$ cat config.mk
export PLATFORM = sky130hd
export DESIGN_NAME = pmem_bus_seq
export DESIGN_NICKNAME = d
export VERILOG_FILES = /design/src/rtl/pmem_seq_pkg.sv /design/src/rtl/pmem_step_timer.sv /design/src/rtl/pmem_seq_fsm.sv /design/src/rtl/pmem_dq_path.sv /design/src/rtl/pmem_bus_seq.sv
export SDC_FILE = /design/constraint.sdc
export NUM_CORES = 1
export LEC_CHECK = 0
export BUFFER_PORTS_ARGS = -buffer_cell sky130_fd_sc_hd__buf_2
export CAP_MARGIN = 20
export CORE_MARGIN = 3
export CORE_UTILIZATION = 45
export CTS_CLUSTER_SIZE = 10
export DETAILED_ROUTE_END_ITERATION = 10
export PLACE_DENSITY = 0.73
export REMOVE_ABC_BUFFERS = 1
export SLEW_MARGIN = 10
export SYNTH_ARGS = -nofsm -noshare
export SYNTH_HDL_FRONTEND = slang
export SYNTH_SLANG_ARGS = --single-unit
$ cat constraint.sdc
create_clock -name clk -period 2.17 [get_ports clk]
set_input_delay 0.1085 -clock clk [delete_from_list [all_inputs] [get_ports clk]]
set_output_delay 0.1085 -clock clk [all_outputs]
set_load 0.02 [all_outputs]
$ cat src/rtl/pmem_seq_pkg.sv
package pmem_seq_pkg;

    typedef enum logic [3:0] {
        ST_IDLE,
        ST_RD_SETUP,
        ST_RD_CE,
        ST_RD_OE,
        ST_RD_END,
        ST_WR_SETUP,
        ST_WR_CE,
        ST_WR_PULSE,
        ST_WR_HOLD,
        ST_WR_PROG
    } seq_state_e;

    // Pin-level controls; strobes are active low.
    typedef struct packed {
        logic ce_n;
        logic oe_n;
        logic we_n;
        logic dq_oe;
    } bus_ctrl_t;

    localparam bus_ctrl_t BUS_QUIET = '{ce_n: 1'b1, oe_n: 1'b1, we_n: 1'b1, dq_oe: 1'b0};

    // Pin levels that belong to each sequencer step.
    function automatic bus_ctrl_t ctrl_of(seq_state_e s);
        bus_ctrl_t c;
        c = BUS_QUIET;
        case (s)
            ST_RD_CE, ST_RD_END: c.ce_n = 1'b0;
            ST_RD_OE: begin
                c.ce_n = 1'b0;
                c.oe_n = 1'b0;
            end
            ST_WR_SETUP: c.dq_oe = 1'b1;
            ST_WR_CE, ST_WR_HOLD: begin
                c.ce_n  = 1'b0;
                c.dq_oe = 1'b1;
            end
            ST_WR_PULSE: begin
                c.ce_n  = 1'b0;
                c.we_n  = 1'b0;
                c.dq_oe = 1'b1;
            end
            default: c = BUS_QUIET;
        endcase
        return c;
    endfunction

    function automatic int max_of4(int a, int b, int c, int d);
        int m;
        m = a;
        if (b > m) m = b;
        if (c > m) m = c;
        if (d > m) m = d;
        return m;
    endfunction

    // Bits needed to hold a down-count starting at (span - 1).
    function automatic int count_bits(int span);
        return (span < 2) ? 1 : $clog2(span);
    endfunction

endpackage

$ cat src/rtl/pmem_step_timer.sv
module pmem_step_timer #(
    parameter int CW = 4
) (
    input  logic          clk,
    input  logic          rst,
    input  logic          load,
    input  logic [CW-1:0] load_val,
    output logic          expired
);
    logic [CW-1:0] cnt_q;

    always_ff @(posedge clk) begin
        if (rst) begin
            cnt_q <= '0;
        end else if (load) begin
            cnt_q <= load_val;
        end else if (cnt_q != '0) begin
            cnt_q <= cnt_q - 1'b1;
        end
    end

    assign expired = (cnt_q == '0);
endmodule

$ cat src/rtl/pmem_seq_fsm.sv
module pmem_seq_fsm
    import pmem_seq_pkg::*;
#(
    parameter int T_AS   = 2,
    parameter int T_ACC  = 3,
    parameter int T_WP   = 2,
    parameter int T_PROG = 20000,
    parameter int CW     = 15
) (
    input  logic          clk,
    input  logic          rst,
    input  logic          req_valid,
    input  logic          req_write,
    input  logic          wr_protect,
    input  logic          expired,
    output logic          load,
    output logic [CW-1:0] load_val,
    output logic          accept,
    output logic          reject,
    output logic          capture,
    output logic          finish,
    output logic          req_ready,
    output bus_ctrl_t     ctrl_q
);
    localparam logic [CW-1:0] LD_AS   = CW'(T_AS - 1);
    localparam logic [CW-1:0] LD_ACC  = CW'(T_ACC - 1);
    localparam logic [CW-1:0] LD_WP   = CW'(T_WP - 1);
    localparam logic [CW-1:0] LD_PROG = CW'(T_PROG - 1);
    localparam logic [CW-1:0] LD_ONE  = '0;

    seq_state_e st_q, st_nx;

    always_comb begin
        st_nx    = st_q;
        load     = 1'b0;
        load_val = LD_ONE;
        accept   = 1'b0;
        reject   = 1'b0;
        capture  = 1'b0;
        finish   = 1'b0;
        case (st_q)
            ST_IDLE: begin
                if (req_valid) begin
                    if (req_write && wr_protect) begin
                        reject = 1'b1;
                    end else begin
                        accept   = 1'b1;
                        load     = 1'b1;
                        load_val = LD_AS;
                        st_nx    = req_write ? ST_WR_SETUP : ST_RD_SETUP;
                    end
                end
            end
            ST_RD_SETUP: if (expired) begin
                st_nx = ST_RD_CE;
                load  = 1'b1;
            end
            ST_RD_CE: if (expired) begin
                st_nx    = ST_RD_OE;
                load     = 1'b1;
                load_val = LD_ACC;
            end
            ST_RD_OE: if (expired) begin
                capture = 1'b1;
                st_nx   = ST_RD_END;
                load    = 1'b1;
            end
            ST_RD_END: if (expired) begin
                finish = 1'b1;
                st_nx  = ST_IDLE;
            end
            ST_WR_SETUP: if (expired) begin
                st_nx = ST_WR_CE;
                load  = 1'b1;
            end
            ST_WR_CE: if (expired) begin
                st_nx    = ST_WR_PULSE;
                load     = 1'b1;
                load_val = LD_WP;
            end
            ST_WR_PULSE: if (expired) begin
                st_nx = ST_WR_HOLD;
                load  = 1'b1;
            end
            ST_WR_HOLD: if (expired) begin
                st_nx    = ST_WR_PROG;
                load     = 1'b1;
                load_val = LD_PROG;
            end
            ST_WR_PROG: if (expired) begin
                finish = 1'b1;
                st_nx  = ST_IDLE;
            end
            default: st_nx = ST_IDLE;
        endcase
    end

    always_ff @(posedge clk) begin
        if (rst) begin
            st_q   <= ST_IDLE;
            ctrl_q <= BUS_QUIET;
        end else begin
            st_q   <= st_nx;
            ctrl_q <= ctrl_of(st_nx);
        end
    end

    assign req_ready = (st_q == ST_IDLE);
endmodule

$ cat src/rtl/pmem_dq_path.sv
module pmem_dq_path #(
    parameter int AW = 11,
    parameter int DW = 8
) (
    input  logic          clk,
    input  logic          rst,
    input  logic          accept,
    input  logic          reject,
    input  logic          capture,
    input  logic          finish,
    input  logic [AW-1:0] req_addr,
    input  logic [DW-1:0] req_wdata,
    input  logic [DW-1:0] dq_in,
    output logic [AW-1:0] addr_q,
    output logic [DW-1:0] wdata_q,
    output logic [DW-1:0] rdata_q,
    output logic          done_q,
    output logic          err_q
);
    always_ff @(posedge clk) begin
        if (rst) begin
            addr_q  <= '0;
            wdata_q <= '0;
            rdata_q <= '0;
            done_q  <= 1'b0;
            err_q   <= 1'b0;
        end else begin
            if (accept) begin
                addr_q  <= req_addr;
                wdata_q <= req_wdata;
            end
            if (capture) begin
                rdata_q <= dq_in;
            end
            done_q <= finish | reject;
            err_q  <= reject;
        end
    end
endmodule

$ cat src/rtl/pmem_bus_seq.sv
module pmem_bus_seq
    import pmem_seq_pkg::*;
#(
    parameter int AW     = 11,
    parameter int DW     = 8,
    parameter int T_AS   = 2,
    parameter int T_ACC  = 3,
    parameter int T_WP   = 2,
    parameter int T_PROG = 20000
) (
    input  logic          clk,
    input  logic          rst,
    input  logic          req_valid,
    input  logic          req_write,
    input  logic [AW-1:0] req_addr,
    input  logic [DW-1:0] req_wdata,
    input  logic          wr_protect,
    output logic          req_ready,
    output logic          rsp_done,
    output logic          rsp_err,
    output logic [DW-1:0] rsp_rdata,
    output logic [AW-1:0] mem_addr,
    output logic          mem_ce_n,
    output logic          mem_oe_n,
    output logic          mem_we_n,
    output logic [DW-1:0] mem_dq_out,
    output logic          mem_dq_oe,
    input  logic [DW-1:0] mem_dq_in
);
    localparam int LONGEST = max_of4(T_AS, T_ACC, T_WP, T_PROG);
    localparam int CW      = count_bits(LONGEST);

    logic          load, expired;
    logic [CW-1:0] load_val;
    logic          accept, reject, capture, finish;
    bus_ctrl_t     ctrl;

    pmem_step_timer #(.CW(CW)) u_timer (
        .clk      (clk),
        .rst      (rst),
        .load     (load),
        .load_val (load_val),
        .expired  (expired)
    );

    pmem_seq_fsm #(
        .T_AS   (T_AS),
        .T_ACC  (T_ACC),
        .T_WP   (T_WP),
        .T_PROG (T_PROG),
        .CW     (CW)
    ) u_fsm (
        .clk        (clk),
        .rst        (rst),
        .req_valid  (req_valid),
        .req_write  (req_write),
        .wr_protect (wr_protect),
        .expired    (expired),
        .load       (load),
        .load_val   (load_val),
        .accept     (accept),
        .reject     (reject),
        .capture    (capture),
        .finish     (finish),
        .req_ready  (req_ready),
        .ctrl_q     (ctrl)
    );

    pmem_dq_path #(.AW(AW), .DW(DW)) u_path (
        .clk       (clk),
        .rst       (rst),
        .accept    (accept),
        .reject    (reject),
        .capture   (capture),
        .finish    (finish),
        .req_addr  (req_addr),
        .req_wdata (req_wdata),
        .dq_in     (mem_dq_in),
        .addr_q    (mem_addr),
        .wdata_q   (mem_dq_out),
        .rdata_q   (rsp_rdata),
        .done_q    (rsp_done),
        .err_q     (rsp_err)
    );

    assign mem_ce_n  = ctrl.ce_n;
    assign mem_oe_n  = ctrl.oe_n;
    assign mem_we_n  = ctrl.we_n;
    assign mem_dq_oe = ctrl.dq_oe;
endmodule

==> impl_metrics.ini, run 1 <==
[place]
portBuffers = 65
hpwl_mm = 3.973
place_congestion = 0.8547
dp_slack_ps = 157.7
placed_area_um2 = 2759

[worst_setup_path]
cp.arrival_ps = 2220
cp-end-kind = flop
crit_type = reg -> reg
critPathTopFamily = simple AND/OR/NAND/NOR gates
timing.rr.end = u_timer.cnt_q[1]
critical_path.startpoint_type = flop
slowest_stage = dfxtp_1
rrSetupSlack_ps = 180
r2r_start = u_timer.cnt_q[1]
reg2reg_depth = 7
crit_buf_inv = 1
crit_path_max_incr_delay_ps = 430
critical_path.cell_chain = inv_1 -> ha_1 -> nor3b_4 -> and4_2 -> a21oi_1 -> a2bb2oi_1 -> nor3_1
required_ps = 2400
cp_max_fo = 7

[floorplan]
num_rows = 25
die_h_um = 77.68
dieWidth_um = 77.68
start_util_pct = 47.69
io_pins = 66
core_area_um2 = 4848
dieArea_um2 = 6034

[cts]
cts_tree = done
cts_made_buffers = 5
ctsHtreeMaxLevel = 2
clk_pin_slew_worst_paths_ps = 90
post_cts_buffers = 0
insertion_delay_ps = 310
clkSinkCount = 52
cts_hold_buf = 0
root_buffer = clkbuf_8
ctsResizeCount = 0
cts_max_path_buffers = 2

[sta]
timing.setup.tns_ps = 0
min_period_ps = 1991
rsz0062_at_grt = no
finalSetupViolCount = 0
fin_crit_sh_pct = 91.76
slew_headroom_pct = 64.88
finalClockSkew_ps = 5.178
worstMarginPinSlew_ps = 522.2
layout_setup_ws_ps = 178.9
hold_ws_ps = 26.13
fmax_mhz = 502.2
slew_viol_final = 0
final-hold-violation-count = 0

[logic_synthesis]
netlist_area_um2 = 2312
netlist_instances = 269
yosysUniqueCellTypes = 48
synth_largest_area_cell = dfxtp_1
synth_common_cells = 54 x nand2_1, 52 x dfxtp_1, 36 x a21oi_1
synth_top_family_by_area = simple AND/OR/NAND/NOR gates
syn-mean-instance-area_um2 = 8.596
synth_edf_count = 0
synth_xor_xnor_area_share_pct = 1.894
seq_area_frac_synth_pct = 45.02
synthArstFlopShare_pct = 0
synth_mux_area_share_pct = 6.169
synth_most_common_cell = nand2_1
synth_fa_ha_area_share_pct = 0.5411
synth_compound_area_share_pct = 13.26
synth_flop_cell = dfxtp_1
synth_warnings = 0
synth-simple-area-share_pct = 29.55
ys_seq_elements = 52
netlist.area_leader.share_pct = 45.02
yosys-top-cells-area = dfxtp_1 45%, nand2_1 8.8%, a21oi_1 7.8%

[route]
via_per_inst = 5.142
dr.first_iter.drc_count = 147
vias = 2098
ant_nets = 0
wl_per_cell_um = 13.36
dr.pass1.iters = 4
routed_wl_mm = 5.449
route.detailed.drc = 0

[grt]
grt_max_degree = 25
gr-total-overflow = 0
grtUsageTotal_pct = 18.89
grt_pass1_wl_mm = 9.259
first_global_vias = 2039
antenna_found_initial = 0

[power_and_ir_drop]
cellLeakagePower_nw = 1.254
pwr-share-comb_pct = 44.7
seqPwrFrac_pct = 36.1
swShare_pct = 39.17
p_switching_mw = 1.422
p_clk_share_pct = 19.2
peakVddDrop_mv = 0.5465
power.density_nw_per_um2 = 1257
p_int_mw = 2.209

[min_path]
hold_class = in -> reg
hp-start = req_addr[9]
hold-path-endpoint = u_path.addr_q[9]
whs_path_depth = 3

[finish]
layout-drive-gt1-share_pct = 29.03
nets = 373
area_growth_pct = 25.00
regArea_um2 = 1041
final_cell_area_um2 = 2890
multi_input_area_um2 = 1199
antenna_cells = 0
fillers = 438

[outcome]
run_status = complete, no violations

[job]
maxCapViolCount = 0
[logic make-up after synthesis]
family	Yosys count
AND/OR/NAND/NOR	124
AO/OA/AOI/OAI	53
XOR/XNOR	5
buffers and inverters	20
adder cells (fa/ha/maj)	1
flip-flops	52
multiplexers	14
[cell usage in the layout (no fill, tap or decap), types with 2 or more instances in the layout]
cell,instances
o21ai_1,2
nand2b_1,4
dfxtp_1,52
a211oi_1,2
nor4_4,4
nor3_1,8
and2_1,2
xnor2_1,2
buf_4,13
clkbuf_8,6
nor2_1,25
nand2_1,54
nand4b_1,2
buf_2,65
a21boi_0,2
nand3_1,5
xor2_1,3
nand4_1,2
nor4b_1,2
a21oi_1,36
and3_1,2
mux2i_1,12
o21ai_0,2
nor2b_1,2
inv_1,6
[power groups by stage]
stage | clock [mW] | combinational, mW | sequential (mW)
2_1_floorplan | 0 | 1.05 | 1.39
3_3_place_gp | 0 | 1.56 | 1.33
3_5_place_dp | 0 | 1.58 | 1.33
4_1_cts | 0.720 | 1.60 | 1.31
5_1_grt | 0.758 | 1.81 | 1.34
6_report | 0.697 | 1.62 | 1.31
[tightest hold or removal path, cell delays in order]
cell     delay (ps)
buf_2            90
nand2_1          40
a21oi_1          50
[worst max path at each step]
stage                          start               end  slack (ps)  cells after the start
global placement    u_timer.cnt_q[1]   u_fsm.ctrl_q[0]         210                      7
global route        u_timer.cnt_q[1]  u_timer.cnt_q[1]          20                      7
detailed placement  u_timer.cnt_q[1]   u_fsm.ctrl_q[0]         160                      7
floorplan              u_fsm.st_q[3]  u_timer.cnt_q[4]         -30                      5
finish              u_timer.cnt_q[1]  u_timer.cnt_q[1]         180                      7
CTS                 u_timer.cnt_q[1]   u_fsm.ctrl_q[0]         150                      7
[sequential cells by signal, indices dropped and copies added (netlist names)]
register,count
u_timer.cnt_q,15
u_path.err_q,1
u_path.done_q,1
u_path.rdata_q,8
u_path.addr_q,11
u_path.wdata_q,8
u_fsm.ctrl_q,4
u_fsm.st_q,4
[final cells by class]
| class | instances | area share [%] |
|---|---|---|
| Multi-Input combinational cell | 197 | 41.47 |
| Sequential cell | 52 | 36.02 |
| Timing Repair Buffer | 78 | 14.63 |
| Tap cell | 67 | 2.900 |
| Clock buffer | 6 | 2.857 |
| Clock inverter | 2 | 1.342 |
| Inverter | 6 | 0.7792 |
[metal layers]
layer	vias to the layer above	global-route usage (%)	part of all wire [%]
met4	0	6.940	1.4
met3	6	7.309	9.5
met1	946	23.71	44
li1	1065	-	-
met2	81	29.28	45
met5	-	0	0
[metrics by stage]
step	instances	util, %	power [mW]
after floorplan	255	-	2.441
after global placement	400	56.90	2.882
after detailed placement	400	56.90	2.919
after CTS	408	59.41	3.635
after global routing	408	59.61	3.905
final	408	59.61	3.632
Power figures use the tool's default switching activity.
==> run 2, diff against run 1 <==
PLACE_DENSITY = 0.71   (was 0.73)
clock period = 2.5 ns   (was 2.17 ns; I/O delays follow)
==> impl_metrics.ini, run 2 (synthesis results as in run 1) <==
[grt]
grt_pass1_wl_mm = 8.873
grt_max_degree = 25
gr-total-overflow = 0
grtUsageTotal_pct = 17.63
antenna_found_initial = 0
first_global_vias = 1954

[finish]
largestRegisters = u_timer.cnt_q (15), u_path.addr_q (11)
layout-drive-gt1-share_pct = 26.73
fillers = 435
final_cell_mix = 65 x buf_2, 54 x nand2_1, 52 x dfxtp_1
antenna_cells = 0
area_growth_pct = 20.89
largest_register_ffs = 15
nets = 365
instances_no_fill = 400
largest_register = u_timer.cnt_q
final_common_cell = buf_2
final_util_pct = 57.65

[cts]
cts_hold_buf = 0
cts_tree = done
clkSinkCount = 52
root_buffer = clkbuf_8
ctsResizeCount = 0
cts_max_path_buffers = 2
clk_pin_slew_worst_paths_ps = 90
post_cts_buffers = 0
ctsHtreeMaxLevel = 2
cts_made_buffers = 5
insertion_delay_ps = 300

[worst_setup_path]
required_ps = 2690
cp.arrival_ps = 2420
cp_max_fo = 8
critical_path.startpoint_type = flop
crit_type = reg -> reg
cp-end-kind = flop

[sta]
final-hold-violation-count = 0
slew_viol_final = 0
hold_ws_ps = 50.40
rsz0062_at_grt = no
finalClockSkew_ps = 4.164
timing.setup.tns_ps = 0
fin_crit_sh_pct = 89.09
worstMarginPinSlew_ps = 561.6
slew_headroom_pct = 62.51
fmax_mhz = 449.0
min_period_ps = 2227
finalSetupViolCount = 0

[floorplan]
die_h_um = 77.68
core_area_um2 = 4848
start_util_pct = 47.69
dieWidth_um = 77.68
dieArea_um2 = 6034
io_pins = 66
num_rows = 25

[place]
placedCellCount = 392
hpwl_mm = 3.784
portBuffers = 65
place_congestion = 0.7990

[power_and_ir_drop]
cellLeakagePower_nw = 1.202
power_mw = 2.928
power.density_nw_per_um2 = 1048
peakVddDrop_mv = 0.4661

[route]
dr.pass1.iters = 4
via_per_inst = 5.113
route.detailed.drc = 0
vias = 2045
ant_nets = 0
routed_wl_mm = 5.162
wl_per_cell_um = 12.91
dr.first_iter.drc_count = 81

[outcome]
run_status = complete, no violations

[job]
maxCapViolCount = 0

[min_path]
hold_class = in -> reg
-- run 2: path summary, 6_finish.rpt --
check	startpoint	endpoint	slack (ps)	cells past startpoint
max	u_timer.cnt_q[0]	u_fsm.ctrl_q[0]	270	7
min	req_addr[9]	u_path.addr_q[9]	50	3
max reg2reg	u_timer.cnt_q[0]	u_fsm.ctrl_q[0]	270	7
min reg2reg	u_path.addr_q[2]	u_path.addr_q[2]	460	2
-- run 2: worst max-delay path: stages, from the launching register on --
cell and delay (ps):
dfxtp_1 370, inv_1 110, ha_1 190, nor3b_4 360, nand4_1 300, o21ai_0 350, a21oi_1 120, mux2_1 320
-- run 2: final cells by class --
cell class	instances	area (um^2)	area share [%]
well taps	67	83.83	2.999
flip-flops and latches	52	1041	37.24
inverters	6	22.52	0.8057
clock buffers	6	82.58	2.954
clock inverters	2	13.76	0.4924
multi-input cells	197	1189	42.52
repair buffers	70	362.8	12.98
-- run 2: through the flow --
step | setup WS (ps) | instance area [um^2]
6_report | 272.8 | 2795
3_5_place_dp | 301.6 | 2699
2_1_floorplan | 301.4 | 2252
5_1_grt | 126.7 | 2795
4_1_cts | 283.7 | 2795
3_3_place_gp | 350.0 | 2699
-- run 2: power breakdown --
part           total [mW]  internal (mW)  switching [mW]  leakage [nW]
sequential           1.15          0.976           0.176         0.424
clock               0.499          0.227           0.272        0.0516
combinational        1.28          0.534           0.743         0.726
-- run 2: routing by layer --
metal / vias up / part of all wire (%) / track usage [%]
li1: 1051 / - / -
met1: 925 / 47 / 22.92
met2: 65 / 44 / 27.57
met3: 4 / 8.7 / 7.077
met4: 0 / 0.76 / 3.559
met5: - / 0 / 0
==> run 3, diff against run 2 <==
ABC_AREA = 1   (was default)
CAP_MARGIN = default   (was 20)
PLACE_DENSITY = 0.7   (was 0.71)
==> impl_metrics.ini, run 3 <==
[floorplan]
dieArea_um2 = 6182
io_pins = 66
dieWidth_um = 78.63
num_rows = 25
die_h_um = 78.63
core_area_um2 = 4911
start_util_pct = 48.33

[min_path]
hp-start = req_wdata[3]
whs_path_depth = 3
hold_class = in -> reg
hold-path-endpoint = u_path.wdata_q[3]

[finish]
largestRegisters = u_timer.cnt_q (15), u_path.addr_q (11)
nets = 414
largest_register = u_timer.cnt_q
layout-drive-gt1-share_pct = 26.18
final_common_cell = nor2_1
instances_no_fill = 449
final_cell_mix = 68 x nor2_1, 65 x buf_2, 52 x dfxtp_1
antenna_cells = 0
largest_register_ffs = 15
fillers = 469
area_growth_pct = 19.24

[cts]
root_buffer = clkbuf_8
clk_pin_slew_worst_paths_ps = 100
cts_hold_buf = 0
insertion_delay_ps = 310
cts_made_buffers = 5
ctsHtreeMaxLevel = 2
cts_tree = done
ctsResizeCount = 0
cts_max_path_buffers = 2
post_cts_buffers = 0
clkSinkCount = 52

[worst_setup_path]
cp_max_fo = 23
critical_path.startpoint_type = flop
critPathTopFamily = simple AND/OR/NAND/NOR gates
cp-end-kind = flop
timing.rr.end = u_path.addr_q[4]
crit_buf_inv = 2
crit_path_max_incr_delay_ps = 560
path_common_cell = nor2_1
rrSetupSlack_ps = 580
startpoint = u_fsm.st_q[2]
required_ps = 2740
slowest_stage = inv_1
crit_type = reg -> reg
r2r_start = u_fsm.st_q[2]
reg2reg_depth = 7
cp.arrival_ps = 2170
critical_path.cell_chain = nor2_2 -> nand2_1 -> inv_2 -> nand3_4 -> inv_1 -> nor2_1 -> nor2_1

[logic_synthesis]
netlist_instances = 318
ys_seq_elements = 52
seq_area_frac_synth_pct = 43.86
syn-mean-instance-area_um2 = 7.464
synthArstFlopShare_pct = 0
synth_warnings = 0
synth_most_common_cell = nor2_1
netlist.area_leader.share_pct = 43.86
yosysUniqueCellTypes = 34
netlist_area_um2 = 2374
synth_common_cells = 68 x nor2_1, 52 x dfxtp_1, 36 x nand2_1
yosys-top-cells-area = dfxtp_1 44%, nor2_1 11%, o21ai_0 7.4%
synth_largest_area_cell = dfxtp_1
synth_flop_cell = dfxtp_1
synth_edf_count = 0

[power_and_ir_drop]
cellLeakagePower_nw = 1.359
power_mw = 3.221
peakVddDrop_mv = 0.7514
power.density_nw_per_um2 = 1138

[route]
dr.first_iter.drc_count = 143
wl_per_cell_um = 12.56
dr.pass1.iters = 4
ant_nets = 0
route.detailed.drc = 0
vias = 2251
via_per_inst = 5.013
routed_wl_mm = 5.640

[place]
placedCellCount = 441
portBuffers = 65
hpwl_mm = 4.074
dp_slack_ps = 603.0
place_congestion = 0.8644

[sta]
finalClockSkew_ps = 3.886
fmax_mhz = 519.9
finalSetupViolCount = 0
slew_headroom_pct = 41.66
slew_viol_final = 0
final-hold-violation-count = 0
layout_setup_ws_ps = 576.6
hold_ws_ps = 62.89
worstMarginPinSlew_ps = 874.1
rsz0062_at_grt = no
min_period_ps = 1923
timing.setup.tns_ps = 0
fin_crit_sh_pct = 76.93

[grt]
antenna_found_initial = 0
grt_max_degree = 35
gr-total-overflow = 0
grt_pass1_wl_mm = 9.487
first_global_vias = 2149
grtUsageTotal_pct = 18.83

[outcome]
run_status = complete, no violations

[job]
maxCapViolCount = 0
## run 3: cell types whose count changed after synthesis, sizes merged, moves of 3 or more
cell / previous run / this run
nor2: 25 / 79
o21ai: 4 / 38
inv: 6 / 35
a21oi: 36 / 18
nand2: 54 / 40
mux2i: 12 / 0
nand3: 5 / 15
nor3: 9 / 3
nand2b: 4 / 0
a31oi: 0 / 3
and3: 3 / 0
clkbuf: 9 / 6
nor4b: 3 / 0
xor2: 3 / 6
## run 3: cell families (layout without fill, tap and decap cells)
kind of cell	Yosys count	count (layout)	share of synthesized area, %
AOI/OAI and AO/OA	63	63	14.39
buffers and inverters	45	109	7.749
and+or+nand+nor	149	149	30.52
adders and majority gates	1	1	0.5271
xor gates and xnor gates	8	8	2.952
DFF	52	52	43.86
## run 3: worst max path at each step
stage | depth (start not counted) | to | slack [ps]
final | 7 | u_path.addr_q[4] | 580
after global routing | 7 | u_path.wdata_q[3] | 310
after CTS | 7 | u_path.addr_q[4] | 580
after detailed placement | 7 | u_path.addr_q[4] | 600
after global placement | 6 | u_timer.cnt_q[13] | 640
after floorplan | 6 | u_timer.cnt_q[12] | 930
## run 3: area by class of cell
class                      instances  area (um^2)  share of cell area, %
clock buffer                       5        68.82                  2.431
clock inverter                     3        22.52                 0.7958
inverter                          36        140.1                  4.951
multi-input combinational        221         1149                  40.58
sequential                        52         1041                  36.78
tap                               67        83.83                  2.962
timing repair buffer              65        325.3                  11.49
## run 3: report_power, final
| group | switching [mW] | internal [mW] |
|---|---|---|
| Combinational | 1.03 | 0.549 |
| Sequential | 0.137 | 1.01 |
| Clock | 0.293 | 0.201 |
| Total | 1.46 | 1.76 |
## run 3: stage by stage
step                      area (um^2)  util, %
after floorplan                  2330        -
after global placement           2739    55.77
after detailed placement         2739    55.77
after CTS                        2830    57.63
after global routing             2830    57.63
final                            2830    57.63
## run 3: layer usage
layer  global-route usage (%)  part of all wire (%)
met2                    33.02                    50
met3                    3.096                   5.3
met5                        0                     0
met1                    23.20                    43
met4                    6.469                   1.6
## run 3: tightest hold or removal path, stage by stage
cell and delay [ps]:
buf_2 70, o21ai_0 70, nor2_1 70
